$ cat src/rtl/rcs_pkg.sv
package rcs_pkg;

  localparam int MAX_LANES = 64;

  // number of set bits among the lowest n bits of m
  function automatic logic [6:0] ones_below(input logic [MAX_LANES-1:0] m, input int n);
    logic [6:0] acc;
    acc = '0;
    for (int b = 0; b < MAX_LANES; b++) begin
      if (b < n && m[b]) acc = acc + 7'd1;
    end
    return acc;
  endfunction

endpackage

$ cat src/rtl/rcs_lane_cmp.sv
module rcs_lane_cmp #(
  parameter int LANES = 8,
  parameter int KEY_W = 32
) (
  input  logic [LANES*KEY_W-1:0] keys,
  input  logic [KEY_W-1:0]       lo,
  input  logic [KEY_W-1:0]       hi,
  output logic [LANES-1:0]       hit
);

  function automatic logic in_window(input logic [KEY_W-1:0] k,
                                     input logic [KEY_W-1:0] l,
                                     input logic [KEY_W-1:0] h);
    return (k >= l) && (k <= h);
  endfunction

  for (genvar g = 0; g < LANES; g++) begin : g_lane
    assign hit[g] = in_window(keys[g*KEY_W +: KEY_W], lo, hi);
  end

endmodule

$ cat src/rtl/rcs_packer.sv
module rcs_packer
  import rcs_pkg::*;
#(
  parameter int LANES = 8,
  parameter int OFF_W = 32,
  parameter int CNT_W = 4
) (
  input  logic                   clk,
  input  logic                   rst,
  input  logic [LANES-1:0]       hit,
  input  logic [LANES*OFF_W-1:0] offs,
  output logic [LANES*OFF_W-1:0] packed_offs,
  output logic [CNT_W-1:0]       cnt
);

  localparam int SLOT_W = (LANES > 1) ? $clog2(LANES) : 1;

  logic [MAX_LANES-1:0] hit_wide;
  logic [SLOT_W-1:0]    dest [LANES];

  assign hit_wide = MAX_LANES'(hit);

  // exclusive prefix sum: destination slot of each lane
  for (genvar g = 0; g < LANES; g++) begin : g_dest
    assign dest[g] = SLOT_W'(ones_below(hit_wide, g));
  end

  assign cnt = CNT_W'(ones_below(hit_wide, LANES));

  always_comb begin
    packed_offs = '0;
    for (int i = 0; i < LANES; i++) begin
      if (hit[i]) packed_offs[dest[i]*OFF_W +: OFF_W] = offs[i*OFF_W +: OFF_W];
    end
  end


  count_matches_mask_chk: assert property (@(posedge clk) disable iff (rst)
    32'(cnt) == $countones(hit));

  for (genvar j = 0; j < LANES; j++) begin : g_zero_chk

    tail_zero_chk: assert property (@(posedge clk) disable iff (rst)
      (32'(j) >= 32'(cnt)) |-> (packed_offs[j*OFF_W +: OFF_W] == '0));
  end

endmodule

$ cat src/rtl/rcs_out_stage.sv
module rcs_out_stage #(
  parameter int LANES = 8,
  parameter int OFF_W = 32,
  parameter int CNT_W = 4,
  parameter int IDX_W = 16
) (
  input  logic                   clk,
  input  logic                   rst,
  input  logic                   in_valid,
  output logic                   in_ready,
  input  logic [LANES-1:0]       hit,
  input  logic [LANES*OFF_W-1:0] packed_offs,
  input  logic [CNT_W-1:0]       cnt,
  output logic                   out_valid,
  input  logic                   out_ready,
  output logic [LANES-1:0]       out_mask,
  output logic [LANES*OFF_W-1:0] out_offs,
  output logic [CNT_W-1:0]       out_count,
  output logic [IDX_W-1:0]       out_base
);

  logic [IDX_W-1:0] wr_idx;
  logic             take;
  logic             drain;

  assign in_ready = !out_valid || out_ready;
  assign take     = in_valid && in_ready;
  assign drain    = out_valid && out_ready;

  always_ff @(posedge clk) begin
    if (rst) begin
      out_valid <= 1'b0;
      wr_idx    <= '0;
      out_mask  <= '0;
      out_offs  <= '0;
      out_count <= '0;
      out_base  <= '0;
    end else if (take) begin
      out_valid <= 1'b1;
      out_mask  <= hit;
      out_offs  <= packed_offs;
      out_count <= cnt;
      out_base  <= wr_idx;
      wr_idx    <= wr_idx + IDX_W'(cnt);
    end else if (drain) begin
      out_valid <= 1'b0;
    end
  end


  stall_hold_chk: assert property (@(posedge clk) disable iff (rst)
    (out_valid && !out_ready) |=> (out_valid && $stable(out_offs) &&
                                   $stable(out_count) && $stable(out_base)));


  accept_shows_chk: assert property (@(posedge clk) disable iff (rst)
    (in_valid && in_ready) |=> out_valid);


  base_advance_chk: assert property (@(posedge clk) disable iff (rst)
    (out_valid && in_valid && in_ready) |=>
      (out_base == $past(out_base) + IDX_W'($past(out_count))));

endmodule

$ cat src/rtl/range_compact_scan.sv
module range_compact_scan #(
  parameter int LANES = 8,
  parameter int KEY_W = 32,
  parameter int OFF_W = 32,
  parameter int IDX_W = 16
) (
  input  logic                   clk,
  input  logic                   rst,
  input  logic [KEY_W-1:0]       lo_bound,
  input  logic [KEY_W-1:0]       hi_bound,
  input  logic                   in_valid,
  output logic                   in_ready,
  input  logic [LANES*KEY_W-1:0] in_keys,
  input  logic [LANES*OFF_W-1:0] in_offs,
  output logic                   out_valid,
  input  logic                   out_ready,
  output logic [LANES-1:0]       out_mask,
  output logic [LANES*OFF_W-1:0] out_offs,
  output logic [$clog2(LANES+1)-1:0] out_count,
  output logic [IDX_W-1:0]       out_base
);

  localparam int CNT_W = $clog2(LANES + 1);

  logic [LANES-1:0]       lane_hit;
  logic [LANES*OFF_W-1:0] dense_offs;
  logic [CNT_W-1:0]       hit_cnt;

  rcs_lane_cmp #(.LANES(LANES), .KEY_W(KEY_W)) u_cmp (
    .keys (in_keys),
    .lo   (lo_bound),
    .hi   (hi_bound),
    .hit  (lane_hit)
  );

  rcs_packer #(.LANES(LANES), .OFF_W(OFF_W), .CNT_W(CNT_W)) u_pack (
    .clk         (clk),
    .rst         (rst),
    .hit         (lane_hit),
    .offs        (in_offs),
    .packed_offs (dense_offs),
    .cnt         (hit_cnt)
  );

  rcs_out_stage #(.LANES(LANES), .OFF_W(OFF_W), .CNT_W(CNT_W), .IDX_W(IDX_W)) u_out (
    .clk         (clk),
    .rst         (rst),
    .in_valid    (in_valid),
    .in_ready    (in_ready),
    .hit         (lane_hit),
    .packed_offs (dense_offs),
    .cnt         (hit_cnt),
    .out_valid   (out_valid),
    .out_ready   (out_ready),
    .out_mask    (out_mask),
    .out_offs    (out_offs),
    .out_count   (out_count),
    .out_base    (out_base)
  );

endmodule

$ cat config.mk
export PLATFORM = sky130hd
export DESIGN_NAME = range_compact_scan
export DESIGN_NICKNAME = d
export VERILOG_FILES = /design/src/rtl/rcs_pkg.sv /design/src/rtl/rcs_lane_cmp.sv /design/src/rtl/rcs_packer.sv /design/src/rtl/rcs_out_stage.sv /design/src/rtl/range_compact_scan.sv
export SDC_FILE = /design/constraint.sdc
export NUM_CORES = 2
export LEC_CHECK = 0
export BUFFER_PORTS_ARGS = -buffer_cell sky130_fd_sc_hd__buf_2
export CAP_MARGIN = 5
export CORE_AREA = 4 4 338 340
export DETAILED_ROUTE_END_ITERATION = 6
export DIE_AREA = 0 0 342 344
export MAX_ROUTING_LAYER = met4
export SYNTH_ARGS = -nofsm -noshare
export SYNTH_HDL_FRONTEND = slang
export SYNTH_SLANG_ARGS = --single-unit
$ cat constraint.sdc
create_clock -name clk -period 16.16 [get_ports clk]
set_input_delay 4.848 -clock clk [delete_from_list [all_inputs] [get_ports clk]]
set_output_delay 4.848 -clock clk [all_outputs]
set_load 0.03 [all_outputs]
### Yosys cells after proc, flatten, opt, wreduce, memory -nomap -nowiden

Cells that the tools add are included.

* register bits after elaboration: 301
* bits of input ports: 580
* output and inout port bits: 286
* logic and storage cells: 89

* add/subtract/negate cells: 15
* $lt $le $gt $ge: 16
* shifts and indexed selects: 14
* mux-type cells: 25
* reductions and logical operators: 13

Operators with widths (count)
* 256-bit bitwise mux: 7
* 256-bit 2-to-1 mux: 7
* 32-bit by 34-bit variable shift with 256-bit output, first input constant: 7
* 32-bit by 34-bit variable part select with 256-bit output: 7
* 32-bit greater-or-equal comparator: 8
* 32-bit <= comparator: 8
* 8-bit negator with 34-bit output: 7
* 32-bit 2-to-1 mux: 1
* 4-bit 2-to-1 mux: 6
* 4-bit by 1-bit adder with 4-bit output, second input constant: 5
* 16-bit by 4-bit adder with 16-bit output: 1
* 1-bit logical AND: 10
* 2-bit by 1-bit adder with 3-bit output, second input constant: 1
* 1-bit 2-to-1 mux: 3
* 1-bit by 1-bit adder with 2-bit output, second input constant: 1
* 2-bit 2-to-1 mux: 1
* 2-bit nonzero test: 1
* 1-bit zero test: 1
* 1-bit logical OR: 1

### Logic depth before layout (Yosys ltp)

* word-level depth: 19
* depth in mapped cells: 42
* depth with buffers taken out: 39

### Cells and area by module

From an unflattened synthesis, not the netlist that was laid out.

* cell total of the unflattened synthesis: 5283
* area, all modules: 39394.0 um^2

By module, submodules not included
* rcs_packer: instances 1, cells each 2582, area each 17807.1 um^2, sequential area each 0.0 um^2
* rcs_lane_cmp: instances 1, cells each 1370, area each 11054.4 um^2, sequential area each 0.0 um^2
* rcs_out_stage: instances 1, cells each 1331, area each 10532.6 um^2, sequential area each 6025.8 um^2

### Worst setup path after synthesis

Ideal clock, no wire load.

* path kind: input-to-reg
* from: input port lo_bound[23]
* to: register u_out.out_offs[36]
* setup time: 131 ps
* arrival time: 12747 ps
* data required time: 16029 ps
* path slack: 3282 ps
* cell stages on the path: 39
* buffers on the path: 7
* cell sequence: inv_1 -> ha_1 -> a21oi_1 -> o21ai_0 -> a2111oi_0 -> a31oi_1 -> o21ai_0 -> clkinv_1 -> clkbuf_1 -> ha_1 -> o21ai_0 -> nand2_1 -> ha_1 -> inv_1 -> nor4_1 -> a31oi_1 -> ha_1 -> nand2_1 -> (+3 left out) -> clkbuf_1 -> nand2_1 -> o21ai_0 -> or2_2 -> buf_4 -> ha_1 -> nor2_1 -> a21oi_1 -> ha_1 -> ha_1 -> clkbuf_1 -> inv_1 -> or4b_1 -> clkbuf_1 -> clkbuf_1 -> clkbuf_1 -> a21oi_1 -> o31ai_1

* word-level cells in the longest chain between the ends: 19
* elaborated cells on any way between the ends: 64
* those cells by class: 13 x add/sub; 8 x order compare; 14 x shift; 21 x mux; 8 x reduce/logical

Ends and longest elaborated chain
* start: declaration: RTL line range_compact_scan.sv:9 `input logic [KEY_W-1:0] lo_bound,`
* 32-bit greater-or-equal comparator (*): RTL line rcs_lane_cmp.sv:14 `return (k >= l) && (k <= h);`
* 1-bit logical AND (*): RTL line rcs_lane_cmp.sv:14
* via lane_hit[0]: RTL line range_compact_scan.sv:25 `logic [LANES-1:0] lane_hit;`
* 1-bit 2-to-1 mux (*): RTL line rcs_pkg.sv:10 `if (b < n && m[b]) acc = acc + 7'd1;`
* 1-bit by 1-bit adder with 2-bit output / 8-bit negator with 34-bit output (equally long branches): RTL line rcs_pkg.sv:10, rcs_packer.sv:33
* 2-bit 2-to-1 mux (tied with other cells): RTL line rcs_pkg.sv:10
* 2-bit by 1-bit adder with 3-bit output (tied with other cells): RTL line rcs_pkg.sv:10
* 4-bit 2-to-1 mux (tied with other cells): RTL line rcs_pkg.sv:10
* (+4 left out)
* 4-bit by 1-bit adder with 4-bit output (tied with other cells): RTL line rcs_pkg.sv:10
* 4-bit 2-to-1 mux (tied with other cells): RTL line rcs_pkg.sv:10
* 4-bit by 1-bit adder with 4-bit output (tied with other cells): RTL line rcs_pkg.sv:10
* 4-bit 2-to-1 mux (tied with other cells): RTL line rcs_pkg.sv:10
* 8-bit negator with 34-bit output / 256-bit bitwise mux (equally long branches): RTL line rcs_packer.sv:33 `if (hit[i]) packed_offs[dest[i]*OFF_W +: OFF_W] = offs[i*OFF_W +: OFF_W];`
* 32-bit by 34-bit variable part select with 256-bit output (tied with other cells): RTL line rcs_packer.sv:33
* 256-bit bitwise mux: RTL line rcs_packer.sv:33
* 256-bit 2-to-1 mux (*): RTL line rcs_packer.sv:33
* end signal: assignment: RTL line rcs_out_stage.sv:41 `out_offs <= packed_offs;`
* end: declaration: RTL line rcs_out_stage.sv:17 `output logic [LANES*OFF_W-1:0] out_offs,`

The timed path passes the listed nets; every way through them passes the cells marked *.
A chain may end at the register's enable or synchronous reset.

### Worst setup path in the final report

* from: input port lo_bound[9]
* to: register u_out.out_offs[174]

* word-level cells in the longest chain between the ends: 19
* elaborated cells on any way between the ends: 64
* those cells by class: 13 x add/sub; 8 x order compare; 14 x shift; 21 x mux; 8 x reduce/logical

Ends and longest elaborated chain (RTL line)
* 32-bit greater-or-equal comparator: rcs_lane_cmp.sv:14
* 1-bit logical AND: rcs_lane_cmp.sv:14
* 1-bit 2-to-1 mux: rcs_pkg.sv:10
* 1-bit by 1-bit adder with 2-bit output / 8-bit negator with 34-bit output (equally long branches): rcs_pkg.sv:10, rcs_packer.sv:33
* 2-bit 2-to-1 mux (tied with other cells): rcs_pkg.sv:10
* 2-bit by 1-bit adder with 3-bit output (tied with other cells): rcs_pkg.sv:10
* 4-bit 2-to-1 mux (tied with other cells): rcs_pkg.sv:10
* 4-bit by 1-bit adder with 4-bit output (tied with other cells): rcs_pkg.sv:10
* (+3 left out)
* 4-bit by 1-bit adder with 4-bit output (tied with other cells): rcs_pkg.sv:10
* 4-bit 2-to-1 mux (tied with other cells): rcs_pkg.sv:10
* 4-bit by 1-bit adder with 4-bit output (tied with other cells): rcs_pkg.sv:10
* 4-bit 2-to-1 mux (tied with other cells): rcs_pkg.sv:10
* 8-bit negator with 34-bit output / 256-bit bitwise mux (equally long branches): rcs_packer.sv:33
* 32-bit by 34-bit variable part select with 256-bit output (tied with other cells): rcs_packer.sv:33
* 256-bit bitwise mux: rcs_packer.sv:33
* 256-bit 2-to-1 mux (*): rcs_packer.sv:33

Mark *: on every way between the ends. The rest lies on a longest branch, timed or not.

==> flow_metrics.py <==
metrics = {
    "logic_synthesis": {
        "count_of_flip_flops_with_a_built_in_enable_after_synthesis": 0,
        "ys_seq_elements": 301,
        "synth_cells": 5121,
        "yosys.area_share.xor_xnor_pct": 0.565,
        "synth_area_leaders": "sky130_fd_sc_hd__ha_1 18%, sky130_fd_sc_hd__dfxtp_1 16%, sky130_fd_sc_hd__a21oi_1 6.2%",
        "yosys.area_share.simple_pct": 20.6,
        "synthesis.area_sq_um": 37900,
        "asyncSetResetFlopFracSynth_pct": 0,
        "distinct_cell_type_count_of_the_synthesized_netlist": 101,
        "synthMuxAreaShare_pct": 3.65,
        "synth_adder_area_share_pct": 18.2,
        "synth_compound_area_share_pct": 34.0,
        "yosysWarningCount": 0,
        "yosys.area.top_type_share_pct": 18.1,
        "synth_top_family_by_area": "compound AO/OA/AOI/OAI gates",
        "avgSynthCellArea_sq_um": 7.40,
        "synth-main-ff-cell": "sky130_fd_sc_hd__dfxtp_1",
        "synth.net_count": 6251,
        "register_area_share_after_synthesis_pct": 15.9,
        "synth_area_leader": "sky130_fd_sc_hd__ha_1",
    },
    "pwr": {
        "pwr-share-seq_pct": 20.1,
        "intPower_mw": 1.93,
        "leakagePower_nw": 20.1,
        "switching_share_of_power_pct": 55.0,
        "share_comb_of_total_power_pct": 59.5,
        "switching_power_mw": 2.36,
        "power_density_nw_per_um2": 96.0,
        "power_frac_clock_pct": 20.4,
        "power.ir.vdd_worst_mv": 0.0847,
    },
    "drt": {
        "detail_route.iter0.violations": 7956,
        "postRouteWirelength_mm": 277,
        "drt_pass1_iterations": 7,
        "ant_nets": 0,
        "drc": 7,
        "via_count": 49400,
        "route.detailed.wl_per_inst_um": 38.2,
        "detail_route.vias_per_cell": 6.83,
    },
    "cells_and_area": {
        "nets": 6794,
        "drive_gt1_share_pct": 21.4,
        "layout.filler_cells": 11800,
        "syn2layout_area_growth_pct": 17.8,
    },
    "sta": {
        "slew_headroom_pct": 5.69,
        "finalWorstSetupSlack_ns": 0.582,
        "worst_slew_pin_slew_ns": 1.41,
        "hold_viol": 0,
        "skew_ns": 0.0308,
        "final.min_clock_period_ns": 15.58,
        "maxSlewViolCount": 0,
        "final_sum_of_negative_setup_slack_ns": 0,
        "period_share_pct": 96.4,
        "setup_viols_final": 0,
        "max_clock_freq_mhz": 64.2,
        "grt_setup_unrepaired": "no",
    },
    "placement": {
        "detailed_place_hpwl_mm": 214,
        "post_place_worst_slack_ns": 0.490,
        "place.gp.congestion": 1.15,
        "count_of_port_buffers_added_during_placement": 865,
    },
    "die": {
        "design.portCount": 866,
        "starting_utilization_of_the_core_area_pct": 34.0,
        "die_w_um": 342,
        "rows": 123,
        "design.core.area_sq_um": 112000,
        "die-area_sq_um": 118000,
        "die_y_um": 344,
    },
    "setup_path": {
        "critPathMaxStageDelay_ns": 0.93,
        "crit_path_end_kind": "flop",
        "worst-endpoint-required_ns": 16.61,
        "timing.setup.critical_path_class": "in -> reg",
        "arrival_ns": 16.03,
        "timing.critical_path.fanout_max": 35,
        "crit_path_start_kind": "primary input",
        "cp_common_cell": "sky130_fd_sc_hd__ha_1",
        "critPathSlowestCell": "sky130_fd_sc_hd__a2111oi_0",
    },
    "clocking": {
        "clock_buffers_created_by_tritoncts": 37,
        "ctsHtreeMaxLevel": 2,
        "clk_path_buf_depth": 3,
        "clock_tree_from_tritoncts": "yes",
        "clk_transition_reported_paths_ns": 0.06,
        "cts_root_buf": "sky130_fd_sc_hd__clkbuf_16",
        "numClockSinks": 301,
        "hold_buffers": 0,
        "cts-resized-gates": 0,
        "clock_insertion_delay_worst_skew_ns": 0.61,
        "post_cts.repair.setup_buffers": 0,
    },
    "job": {
        "max-cap-violations": 0,
    },
    "global_routing": {
        "number_of_global_route_vias_before_repair": 44600,
        "number_of_antenna_violations_at_the_first_check_in_global_routing": 55,
        "largest_net_degree_at_the_start_of_global_routing": 139,
        "grt-ovfl-total": 0,
        "track_usage_pct": 45.5,
        "grt_first_pass_wirelength_mm": 370,
    },
    "run_status": {
        "outcome": "complete, but fails checks",
        "violated_checks": "DRC",
    },
    "worst_hold_path": {
        "timing.hold.worst.class": "reg -> reg",
    },
}
## per-stage QoR
| stage | hold slack (ns) | cells | power (mW) | utilization (%) | cell area (sq um) |
|---|---|---|---|---|---|
| after floorplan | 0.444 | 5121 | 2.20 | - | 37900 |
| after global placement | 0.442 | 7125 | 3.25 | 38.8 | 43300 |
| after detailed placement | 0.447 | 7125 | 3.25 | 38.8 | 43300 |
| after CTS | 0.455 | 7186 | 4.12 | 39.9 | 44500 |
| after global routing | 0.468 | 7233 | 4.35 | 40.0 | 44600 |
| final | 0.452 | 7243 | 4.29 | 40.0 | 44700 |
## state kept, by name, summed over array words and instances, names as in the netlist
| signal | count |
|---|---|
| u_out.out_mask | 8 |
| u_out.out_count | 4 |
| u_out.out_offs | 256 |
| u_out.out_base | 16 |
| u_out.wr_idx | 16 |
| u_out.out_valid | 1 |
## layer usage
metal / up-vias / share of wire, % / track usage [%]
li1: 20700 / - / -
met2: 4055 / 39 / 61.0
met3: 905 / 14 / 16.9
met5: - / 0 / -
met1: 23800 / 40 / 58.5
met4: 0 / 7.2 / 24.7
## logic make-up (layout without fill, tap and decap cells)
family	count (synthesis)	count (layout)
compound gates	1829	1829
fa+ha+maj	550	550
mux	130	130
other cells	0	57
buf+inv	666	1231
xor+xnor	19	19
simple gates	1626	1626
flops	301	301
## path summary, 6_finish.rpt
path,start,to,slack [ns],cells past startpoint
setup / recovery,lo_bound[9],u_out.out_offs[174],0.58,32
hold / removal,u_out.out_base[14],u_out.out_base[14],0.45,2
setup reg to reg,u_out.out_valid,u_out.out_offs[244],12.61,6
hold reg to reg,u_out.out_base[14],u_out.out_base[14],0.45,2
## placed cells by master (no fill, tap or decap), types with 21 or more instances in the layout
cell type / n
sky130_fd_sc_hd__a22oi_1: 122
sky130_fd_sc_hd__clkbuf_16: 37
sky130_fd_sc_hd__a311o_1: 52
sky130_fd_sc_hd__nand3_1: 262
sky130_fd_sc_hd__buf_2: 864
sky130_fd_sc_hd__nand2b_1: 31
sky130_fd_sc_hd__o21ai_0: 184
sky130_fd_sc_hd__a21oi_2: 23
sky130_fd_sc_hd__mux2i_1: 65
sky130_fd_sc_hd__a221oi_1: 92
sky130_fd_sc_hd__dfxtp_1: 301
sky130_fd_sc_hd__and3_1: 114
sky130_fd_sc_hd__nor2b_1: 59
sky130_fd_sc_hd__a211oi_1: 161
sky130_fd_sc_hd__o31ai_1: 43
sky130_fd_sc_hd__a311oi_1: 43
sky130_fd_sc_hd__a211o_1: 70
sky130_fd_sc_hd__o21bai_1: 27
sky130_fd_sc_hd__o211ai_1: 55
sky130_fd_sc_hd__nor4_1: 48
sky130_fd_sc_hd__mux2_2: 60
sky130_fd_sc_hd__a31oi_1: 66
sky130_fd_sc_hd__nor2_1: 394
sky130_fd_sc_hd__a2111oi_0: 37
sky130_fd_sc_hd__nand2_1: 429
sky130_fd_sc_hd__o211a_1: 21
sky130_fd_sc_hd__nor3_1: 76
sky130_fd_sc_hd__o32ai_1: 48
sky130_fd_sc_hd__a21o_1: 130
sky130_fd_sc_hd__buf_4: 119
sky130_fd_sc_hd__inv_1: 179
sky130_fd_sc_hd__a22o_1: 46
sky130_fd_sc_hd__nand4_1: 102
sky130_fd_sc_hd__ha_1: 547
sky130_fd_sc_hd__diode_2: 57
sky130_fd_sc_hd__a21oi_1: 467
## cell type report
type	instances	area [sq um]	area share, %
well taps	1500	1880	4.20
repair buffers	986	5270	11.8
clock inverters	11	188	0.420
clock buffers	50	1000	2.25
flip-flops and latches	301	6030	13.5
inverters	184	691	1.55
multi-input cells	4154	29500	66.0
diodes	57	143	0.319
## power groups by stage
stage / registers (mW) / clock network [mW] / logic (mW)
3_5_place_dp: 0.872 / 0 / 2.38
2_1_floorplan: 0.961 / 0 / 1.24
6_report: 0.861 / 0.877 / 2.55
5_1_grt: 0.862 / 0.898 / 2.59
4_1_cts: 0.856 / 0.871 / 2.39
3_3_place_gp: 0.872 / 0 / 2.38
## synth_stat cells, types with 92 or more instances
cell,count
sky130_fd_sc_hd__nand4_1,102
sky130_fd_sc_hd__a211oi_1,164
sky130_fd_sc_hd__and3_1,114
sky130_fd_sc_hd__nand3_1,262
sky130_fd_sc_hd__ha_1,548
sky130_fd_sc_hd__a21o_1,130
sky130_fd_sc_hd__dfxtp_1,301
sky130_fd_sc_hd__clkbuf_1,364
sky130_fd_sc_hd__a22oi_1,122
sky130_fd_sc_hd__nor2_1,405
sky130_fd_sc_hd__inv_1,180
sky130_fd_sc_hd__a221oi_1,92
sky130_fd_sc_hd__nand2_1,430
sky130_fd_sc_hd__o21ai_0,186
sky130_fd_sc_hd__a21oi_1,467
## critical path: cells and delay by family
kind                       cells  cell delay, ns
xor gates and xnor gates       1            0.58
buffers and inverters          7            1.63
and+or+nand+nor               10            3.59
adders and majority gates      7            2.92
AOI/OAI and AO/OA              6            2.08
muxes                          1            0.32
(Power assumes the default switching activity.)
